$ cat src/rtl/audio_clkgen.sv
`timescale 1ns/1ps
module audio_clkgen #(
  parameter int SLOT_W = 8,
  parameter int BCK64_BIT = 1
) (
  input  logic clk,
  input  logic rst,
  input  logic master_en,
  input  logic mclk_384_sel,
  input  logic bclk_64_sel,
  input  logic ext_bclk,
  input  logic ext_wclk,
  output logic mclk_o,
  output logic bclk_o,
  output logic wclk_o,
  output logic bclk_oe,
  output logic wclk_oe,
  output logic core_bclk,
  output logic core_wclk
);
  localparam int BCK32_BIT = BCK64_BIT + 1;
  localparam int WCLK_BIT  = SLOT_W - 1;

  logic cfg_master, cfg_m384, cfg_b64;
  logic [1:0] ph3;
  logic [SLOT_W-1:0] slot;
  logic tog, pulse3, pulse3_n, bclk_q, wclk_q;

  always_ff @(posedge clk)
    if (rst) begin
      cfg_master <= master_en;
      cfg_m384   <= mclk_384_sel;
      cfg_b64    <= bclk_64_sel;
    end

  wire clr = rst || !cfg_master;
  wire wrap3 = (ph3 == 2'd2);
  wire [1:0] ph3_nx = wrap3 ? 2'd0 : ph3 + 2'd1;
  wire [SLOT_W-1:0] slot_nx = wrap3 ? slot + 1'b1 : slot;

  always_ff @(posedge clk)
    if (clr) begin
      ph3    <= '0;
      slot   <= '0;
      tog    <= 1'b0;
      pulse3 <= 1'b0;
      bclk_q <= 1'b0;
      wclk_q <= 1'b0;
    end else begin
      ph3    <= ph3_nx;
      slot   <= slot_nx;
      tog    <= ~tog;
      pulse3 <= (ph3_nx == 2'd1);
      bclk_q <= cfg_b64 ? slot_nx[BCK64_BIT] : slot_nx[BCK32_BIT];
      wclk_q <= slot_nx[WCLK_BIT];
    end

  always_ff @(negedge clk)
    pulse3_n <= clr ? 1'b0 : pulse3;

  assign mclk_o    = cfg_master & (cfg_m384 ? tog : (pulse3 | pulse3_n));
  assign bclk_o    = bclk_q;
  assign wclk_o    = wclk_q;
  assign bclk_oe   = cfg_master;
  assign wclk_oe   = cfg_master;
  assign core_bclk = cfg_master ? bclk_q : ext_bclk;
  assign core_wclk = cfg_master ? wclk_q : ext_wclk;

  assert_reset_clears_R1: assert property (@(posedge clk)
    rst |=> (!bclk_o && !wclk_o && !tog && !pulse3));

  assert_frame_wrap_R2: assert property (@(posedge clk) disable iff (clr)
    (slot == '1 && wrap3) |=> (slot == '0 && ph3 == 2'd0));

  assert_div2_toggles_R4: assert property (@(posedge clk) disable iff (clr)
    cfg_m384 |=> (tog != $past(tog)));

  assert_div3_pulse_R5: assert property (@(posedge clk) disable iff (clr)
    pulse3 |=> !pulse3);

  assert_wclk_on_bclk_fall_R6: assert property (@(posedge clk) disable iff (clr)
    (wclk_q != $past(wclk_q)) |-> ($past(bclk_q) && !bclk_q));

  assert_follower_quiet_R7: assert property (@(posedge clk) disable iff (rst)
    !cfg_master |-> (!mclk_o && !bclk_oe && !wclk_oe && !bclk_o && !wclk_o));

  assert_cfg_held_R8: assert property (@(posedge clk) disable iff (rst)
    1'b1 |=> $stable({cfg_master, cfg_m384, cfg_b64}));
endmodule

$ cat config.mk
export PLATFORM = sky130hd
export DESIGN_NAME = audio_clkgen
export DESIGN_NICKNAME = d
export VERILOG_FILES = /design/src/rtl/audio_clkgen.sv
export SDC_FILE = /design/constraint.sdc
export NUM_CORES = 1
export LEC_CHECK = 0
export BUFFER_PORTS_ARGS = -buffer_cell sky130_fd_sc_hd__clkbuf_2
export CORE_AREA = 2 2 39 41
export CTS_BUF_LIST = sky130_fd_sc_hd__clkbuf_8
export CTS_CLUSTER_SIZE = 14
export DETAILED_ROUTE_END_ITERATION = 10
export DIE_AREA = 0 0 41 43
export PLACE_DENSITY = 0.81
export SLEW_MARGIN = 20
export SYNTH_ARGS = -nofsm -noshare
export SYNTH_HDL_FRONTEND = slang
export SYNTH_SLANG_ARGS = --single-unit
$ cat constraint.sdc
create_clock -name clk -period 2.1 [get_ports clk]
set_clock_uncertainty 0.2 [all_clocks]
set_input_delay 0 -clock clk [delete_from_list [all_inputs] [get_ports clk]]
set_output_delay 0 -clock clk [all_outputs]
set_load 0.02 [all_outputs]
Yosys cells after proc, flatten, opt, wreduce, memory -nomap -nowiden --
Index checks and enable logic that the tools add are counted.
Word-level totals: input port bits 7, output and inout bits 7, word-level logic and storage cells 26, register bits after elaboration 18
Cells by class: reductions and logical operators 2, bitwise operators 3, muxes and demuxes 6, equality and inequality tests 2, add/subtract/negate cells 2
Operators by type and width (number):
- $add 8x1->8 const B | 1
- $mux 8 | 1
- $mux 1 | 4
- $add 2x1->2 const B | 1
- $eq 2x1->1 const B | 1
- $eq 2x2->1 const B | 1
- $mux 2 | 1
- $and 1x1->1 | 1
- $logic_not 1->1 | 1
- $logic_or 1x1->1 | 1
- $not 1->1 | 1
- $or 1x1->1 | 1

Depth between registers and ports, before layout --
Gate-level depths: netlist of the first run.
word-level depth 3, gate-level depth with buffers 4, depth with buffers taken out 4

==> summary.md, run 1 <==
| Metric | Value |
|---|---|
| Hold/Removal Path Class | in2out |
| Layout Area Growth over Synthesis | 28.5% |
| Syn Std Cell Area | 676 µm² |
| Critical Path RT | 1.90 ns |
| Measured slew at the worst slew-check pin | 0.280 ns |
| Synth Warn # | 0 |
| Sequential share of the synthesized area | 51.9% |
| Mapped Nets | 73 |
| Part of the power in registers | 49.4% |
| Chip Width | 41 µm |
| Synth async-reset ratio | 0% |
| CTS Sinks | 16 |
| Crit. End Element | primary output |
| Crit Path Class | reg2out |
| Clk_lat worst skew | 0.25 ns |
| Violated checks | setup timing |
| Post-CTS Setup Bufs | 0 |
| Hold EP | core_bclk |
| Post-synth top area share | 38.5% |
| Port bufs | 13 |
| Avg Cell Area, Syn | 10.4 µm² |
| Maximum capacitance violations | 0 |
| Antenna Cells | 0 |
| Count leader, synth | dfxtp_1 |
| Final worst setup slack | -0.211 ns |
| Initial antenna violation count | 0 |
| HP Start | ext_bclk |
| Die Footprint | 1760 µm² |
| Residual DRC count | 0 |
| Synth cell count leaders | dfxtp_1 (13), a21oi_1 (5), nor2_1 (5) |
| H-tree levels | 1 |
| CTS tree | yes |
| Worst Path Buf+Inv | 1 |
| Vias in the first global route | 494 |
| Cell Rows | 14 |
| Worst path slowest cell | dfxtp_1 |
| Final hold slack | 0.154 ns |
| Internal | 523 µW |
| Startpoint Class | flop |
| Final hold violations | 0 |
| Yosys cell types | 27 |
| Rel. slew slack | 81.1% |
| Largest net degree at the start of global routing | 12 |
| Pwr dens | 768 nW/µm² |
| FF-to-FF path depth | 2 |
| Worst EP arrival | 2.11 ns |
| Core area | 1380 µm² |
| DR vias | 535 |
| Capturing point of the worst reg2reg path | pulse3_n |
| Hold path depth | 3 |
| Synth Register Bits | 16 |
| Final WL | 1.18 mm |
| Status | finished with violations |
| NetSw | 144 µW |
| Final ANT Viol Nets | 0 |
| R2R Setup Slk | 0.23 ns |
| Sw Ratio | 21.6% |
| Final net count | 95 |
| EDFF count, synth | 3 |
| Main synth FF type | dfxtp_1 |
| Ports | 14 |
| Initial Util | 48.8% |
| Setup WS pre-CTS | 0.105 ns |
| Top area cells in the synthesized netlist | dfxtp_1 (39%), edfxtp_1 (13%), a21oi_1 (3.7%), nand4b_4 (3.5%), mux2_2 (3.3%) |
| Max Transition Viols Final | 0 |
| CTS max path bufs | 2 |
| LEAKAGE | 0.000373 µW |
| DRT iter0 DRCs | 7 |
| Grt ovf | 0 |
| Maximum fanout count along the critical path | 1 |
| Crit path max-delay family | flip-flops |
| Gpl congestion | 0.736 |
| Clk pwr share | 41.2% |
| Clock slew at reported path FFs | 0.04 ns |
| Routed vias/inst | 5.25 |
| RSZ-0062 raised after global routing | yes |
| WL/cell | 11.5 µm |
| Worst r2r src | ph3[0] |
| Post-synth top area cell | dfxtp_1 |
| Pre-antenna DRT Iters | 4 |
| Comb pwr share | 9.4% |
| Worst path cell trace | o311a_1, clkbuf_8 |
| Share of layout cells above drive strength 1 | 27.9% |
| DP HPWL | 846 µm |
| Setup violators final | 1 |
| CTS Root Cell | clkbuf_8 |
| Cts bufs inserted | 3 |
| Cells after synthesis | 65 |
| Global-route usage over all layers | 16.6% |
| Maximum VDD drop | 425 µV |
| First-pass GRT wire length | 1.98 mm |
| Die H | 43 µm |
| Max incr delay on CP | 0.30 ns |
==> what timing repair did <==
item | 4_1_cts | 5_1_grt
pin swaps | 1 | 0
endpoints found under the hold margin | 7 | 0
hold buffers | 4 | 0
endpoints found under the setup margin | 1 | 1
resized for setup | 2 | 0
==> cell usage in the layout, fill, tap and decap left out, types with 3 or more instances in the layout <==
cell / count
nand3_1: 3
inv_1: 4
nor2_1: 5
edfxtp_1: 3
a21oi_1: 5
clkbuf_8: 5
dlygate4sd3_1: 4
dfxtp_1: 13
clkbuf_2: 12
nand2b_1: 3
==> cells by family after synthesis <==
family / count (synthesis) / synth area share (%)
multiplexers: 2 / 3.33
adder cells (fa/ha/maj): 1 / 1.85
XOR/XNOR: 2 / 2.59
AO/OA/AOI/OAI: 14 / 13.7
AND/OR/NAND/NOR: 24 / 22.8
buffers and inverters: 6 / 3.89
flip-flops: 16 / 51.9
==> worst reg2reg max path: cells and delay by family, from the launching register on <==
family	cells	cell delay, ns
flops	1	0.41
buf+inv	1	0.08
simple gates	1	0.13
==> stage by stage <==
step / setup TNS [ns] / cell area (µm²) / instances / power (µW) / util [%]
final: -0.211 / 868 / 102 / 667 / 62.7
after global routing: -0.252 / 868 / 102 / 702 / 62.7
after CTS: -0.189 / 868 / 102 / 672 / 62.7
after detailed placement: 0 / 764 / 94 / 396 / 55.2
after global placement: 0 / 764 / 94 / 395 / 55.2
after floorplan: -0.158 / 686 / 65 / 378 / -
==> worst max path at each step <==
stage                         from        to  slack (ns)  cells past startpoint
after CTS                 pulse3_n    mclk_o       -0.19                      2
final                     pulse3_n    mclk_o       -0.21                      2
after global placement    pulse3_n    mclk_o        0.11                      2
after detailed placement  pulse3_n    mclk_o        0.11                      2
after floorplan            bclk_oe  pulse3_n       -0.16                      3
after global routing      pulse3_n    mclk_o       -0.25                      2
==> registers in the layout, summed over array words and instances, names as in the netlist <==
signal,count
bclk_o,1
bclk_oe,1
cfg_b64,1
cfg_m384,1
ph3,2
pulse3_n,1
slot,8
tog,1
==> power groups by stage <==
stage	Sequential, µW	Combinational (µW)	Clock (µW)
after floorplan	339	33.0	5.96
after CTS	330	62.9	280
after detailed placement	336	54.1	5.96
after global placement	336	52.8	5.96
final	330	62.5	275
after global routing	331	68.8	302
==> layer usage <==
| layer | up-vias | GRT usage [%] | routed length (µm) |
|---|---|---|---|
| met5 | - | 0 | 0 |
| met4 | 0 | 10.0 | 0 |
| met3 | 0 | 3.14 | 48 |
| met2 | 14 | 22.8 | 556 |
| met1 | 242 | 23.3 | 571 |
| li1 | 279 | - | - |
==> layout make-up <==
type                    instances  area, µm²
well taps                      16       20.0
fillers                       112        515
repair buffers                 19        129
inverters                       3       11.3
clock inverters                 1       3.75
clock buffers                   4       55.1
flip-flops and latches         16        350
multi-input cells              43        299
(Power assumes the default switching activity.)
==> inputs of run 2 (changes only) <==
==> constraint.sdc (replaced) <==
create_clock -name clk -period 2.8 [get_ports clk]
set_clock_uncertainty 0.2 [all_clocks]
set_input_delay 0 -clock clk [delete_from_list [all_inputs] [get_ports clk]]
set_output_delay 0 -clock clk [all_outputs]
set_load 0.02 [all_outputs]
==> run 2 against run 1 <==
The flow now finishes without violations. Count of clock-buffer cells in the layout unchanged. Non-clock buffer count decreased by 1. Register-to-register slack improved by 0.26 ns. Flip-flop and latch count unchanged. Via count increased by 1.7%.
==> summary.md, run 2 (synthesis gave the netlist of run 1 again) <==
| Metric | Value |
|---|---|
| Worst Path Buf+Inv | 1 (unchanged) |
| Cell Rows | 14 (unchanged) |
| Initial Util | 48.8% (unchanged) |
| CTS Sinks | 16 (unchanged) |
| Die H | 43 µm (unchanged) |
| R2R Setup Slk | 0.49 ns (+0.26 ns) |
| Antenna Cells | 0 (unchanged) |
| WL/cell | 12.9 µm (+12%) |
| CTS tree | yes |
| Post-Route Utilization | 61.6% (-1.2 points) |
| Status | finished, final reports clean |
| Gpl congestion | 0.727 (-1.2%) |
| Pre-antenna DRT Iters | 4 (unchanged) |
| Crit. End Element | primary output |
| Maximum capacitance violations | 0 (unchanged) |
| Final ANT Viol Nets | 0 (unchanged) |
| Max incr delay on CP | 0.31 ns (about the same) |
| Clock slew at reported path FFs | 0.03 ns (about the same) |
| Chip Width | 41 µm (unchanged) |
| Measured slew at the worst slew-check pin | 0.309 ns (+0.0293 ns) |
| Vias in the first global route | 494 (unchanged) |
| Part of the power in registers | 49.9% (+0.5 points) |
| Maximum fanout count along the critical path | 1 (unchanged) |
| Max Transition Viols Final | 0 (unchanged) |
| First-pass GRT wire length | 2.05 mm (+3.5%) |
| Layout Area Growth over Synthesis | 26.1% |
| Die Footprint | 1760 µm² (unchanged) |
| Worst path cell trace | o311a_1, clkbuf_2 |
| RSZ-0062 raised after global routing | no |
| Clk pwr share | 41.7% (+0.5 points) |
| H-tree levels | 1 (unchanged) |
| Startpoint Class | flop |
| Global-route usage over all layers | 17.7% (+1.1 points) |
| Share of layout cells above drive strength 1 | 27.1% (-0.85 points) |
| Final WL | 1.30 mm (+11%) |
| CTS Root Cell | clkbuf_8 |
| Post-CTS Resized | 0 (-2) |
| Final hold violations | 0 (unchanged) |
| Rel. slew slack | 79.1% (-2.0 points) |
| Core area | 1380 µm² (unchanged) |
| Initial antenna violation count | 0 (unchanged) |
| Largest net degree at the start of global routing | 12 (unchanged) |
| Maximum VDD drop | 356 µV (-16%) |
| Worst EP arrival | 2.46 ns (+0.35 ns) |
| Largest register FFs | 8 (unchanged) |
| DP HPWL | 922 µm (+9.1%) |
| Final hold slack | 0.161 ns (+0.00668 ns) |
| LEAKAGE | 0.000365 µW (-2.0%) |
| Worst r2r src | bclk_oe |
| Crit. Startpoint | pulse3_n |
| NetSw | 110 µW (-23%) |
| Hold/Removal Path Class | in2out |
| Port bufs | 13 (unchanged) |
| Instance count on the critical path | 2 (unchanged) |
| Biggest register | slot |
| Residual DRC count | 0 (unchanged) |
| DRT iter0 DRCs | 7 (unchanged) |
| CTS max path bufs | 2 (unchanged) |
| Critical Path Sink | mclk_o |
| Crit path max-delay family | compound AO/OA/AOI/OAI gates |
| Top Registers | slot: 8 flops, ph3: 2 flops |
| Most frequent cells in the layout | dfxtp_1 (13), clkbuf_2 (13), nor2_1 (5), a21oi_1 (5) |
| Sw Ratio | 22.1% (+0.54 points) |
| DR vias | 544 (+1.7%) |
| Final net count | 94 (-1.1%) |
| Critical Path RT | 2.60 ns (+0.70 ns) |
| Fill count | 119 (+6.3%) |
| Comb pwr share | 8.4% (-1.0 points) |
| Cts bufs inserted | 3 (unchanged) |
| Setup violators final | 0 (-1) |
| Setup TNS | 0 ns (+0.211 ns) |
| Setup WS pre-CTS | 0.432 ns (+0.326 ns) |
| Capturing point of the worst reg2reg path | pulse3_n |
| Final worst setup slack | 0.143 ns (+0.354 ns) |
| Post-CTS Setup Bufs | 0 (unchanged) |
| Worst path slowest cell | o311a_1 |
| FF-to-FF path depth | 2 (unchanged) |
| Clk_lat worst skew | 0.25 ns (about the same) |
| Pwr dens | 586 nW/µm² (-24%) |
| Routed vias/inst | 5.39 (+2.7%) |
| Crit Path Class | reg2out |
| Internal | 389 µW (-26%) |
| Grt ovf | 0 (unchanged) |
| Ports | 14 (unchanged) |
run 2: worst register-to-register path, cell delays in order (launching register included):
cell	delay, ns
edfxtp_1	0.48
nand2b_1	0.14
nor2_1	0.04
run 2: worst min path at each step:
stage / endpoint / cells after the start / start / slack, ns
2_1_floorplan: bclk_oe / 0 / master_en / -0.10
3_3_place_gp: cfg_m384 / 1 / mclk_384_sel / -0.02
3_5_place_dp: cfg_m384 / 1 / mclk_384_sel / -0.02
4_1_cts: core_bclk / 3 / ext_bclk / 0.17
5_1_grt: core_bclk / 3 / ext_bclk / 0.18
6_report: core_wclk / 3 / ext_wclk / 0.16
run 2: routing by layer:
metal | up-vias | track usage (%) | wire [µm]
met4 | 0 | 14.0 | 21
met1 | 251 | 22.9 | 603
met5 | - | 0 | 0
li1 | 276 | - | -
met2 | 15 | 24.7 | 627
met3 | 2 | 3.14 | 52
run 2: power by group through the flow:
stage	Sequential [µW]	Clock, µW	Combinational (µW)
after floorplan	255	4.47	23.0
after global placement	253	4.47	36.7
after detailed placement	254	4.47	37.8
after CTS	249	207	42.3
after global routing	251	221	46.2
final	249	208	42.0
run 2: repair_timing:
| action | CTS | global route |
|---|---|---|
| hold buffers | 4 | 0 |
| hold endpoints to repair | 7 | 0 |
| setup endpoints to repair | 0 | 0 |
run 2: layout make-up:
cell class	count	area, µm²	share of cell area (%)
tap	16	20.0	2.35
clock inverter	1	3.75	0.441
inverter	3	11.3	1.32
sequential	16	350	41.1
timing repair buffer	18	113	13.2
clock buffer	4	55.1	6.46
multi-input combinational	43	299	35.1
run 2: metrics by stage:
| step | instance area, µm² | total power [µW] | instances |
|---|---|---|---|
| final | 852 | 500 | 101 |
| after global routing | 852 | 518 | 101 |
| after CTS | 852 | 499 | 101 |
| after detailed placement | 757 | 296 | 93 |
| after global placement | 757 | 295 | 93 |
| after floorplan | 676 | 282 | 65 |
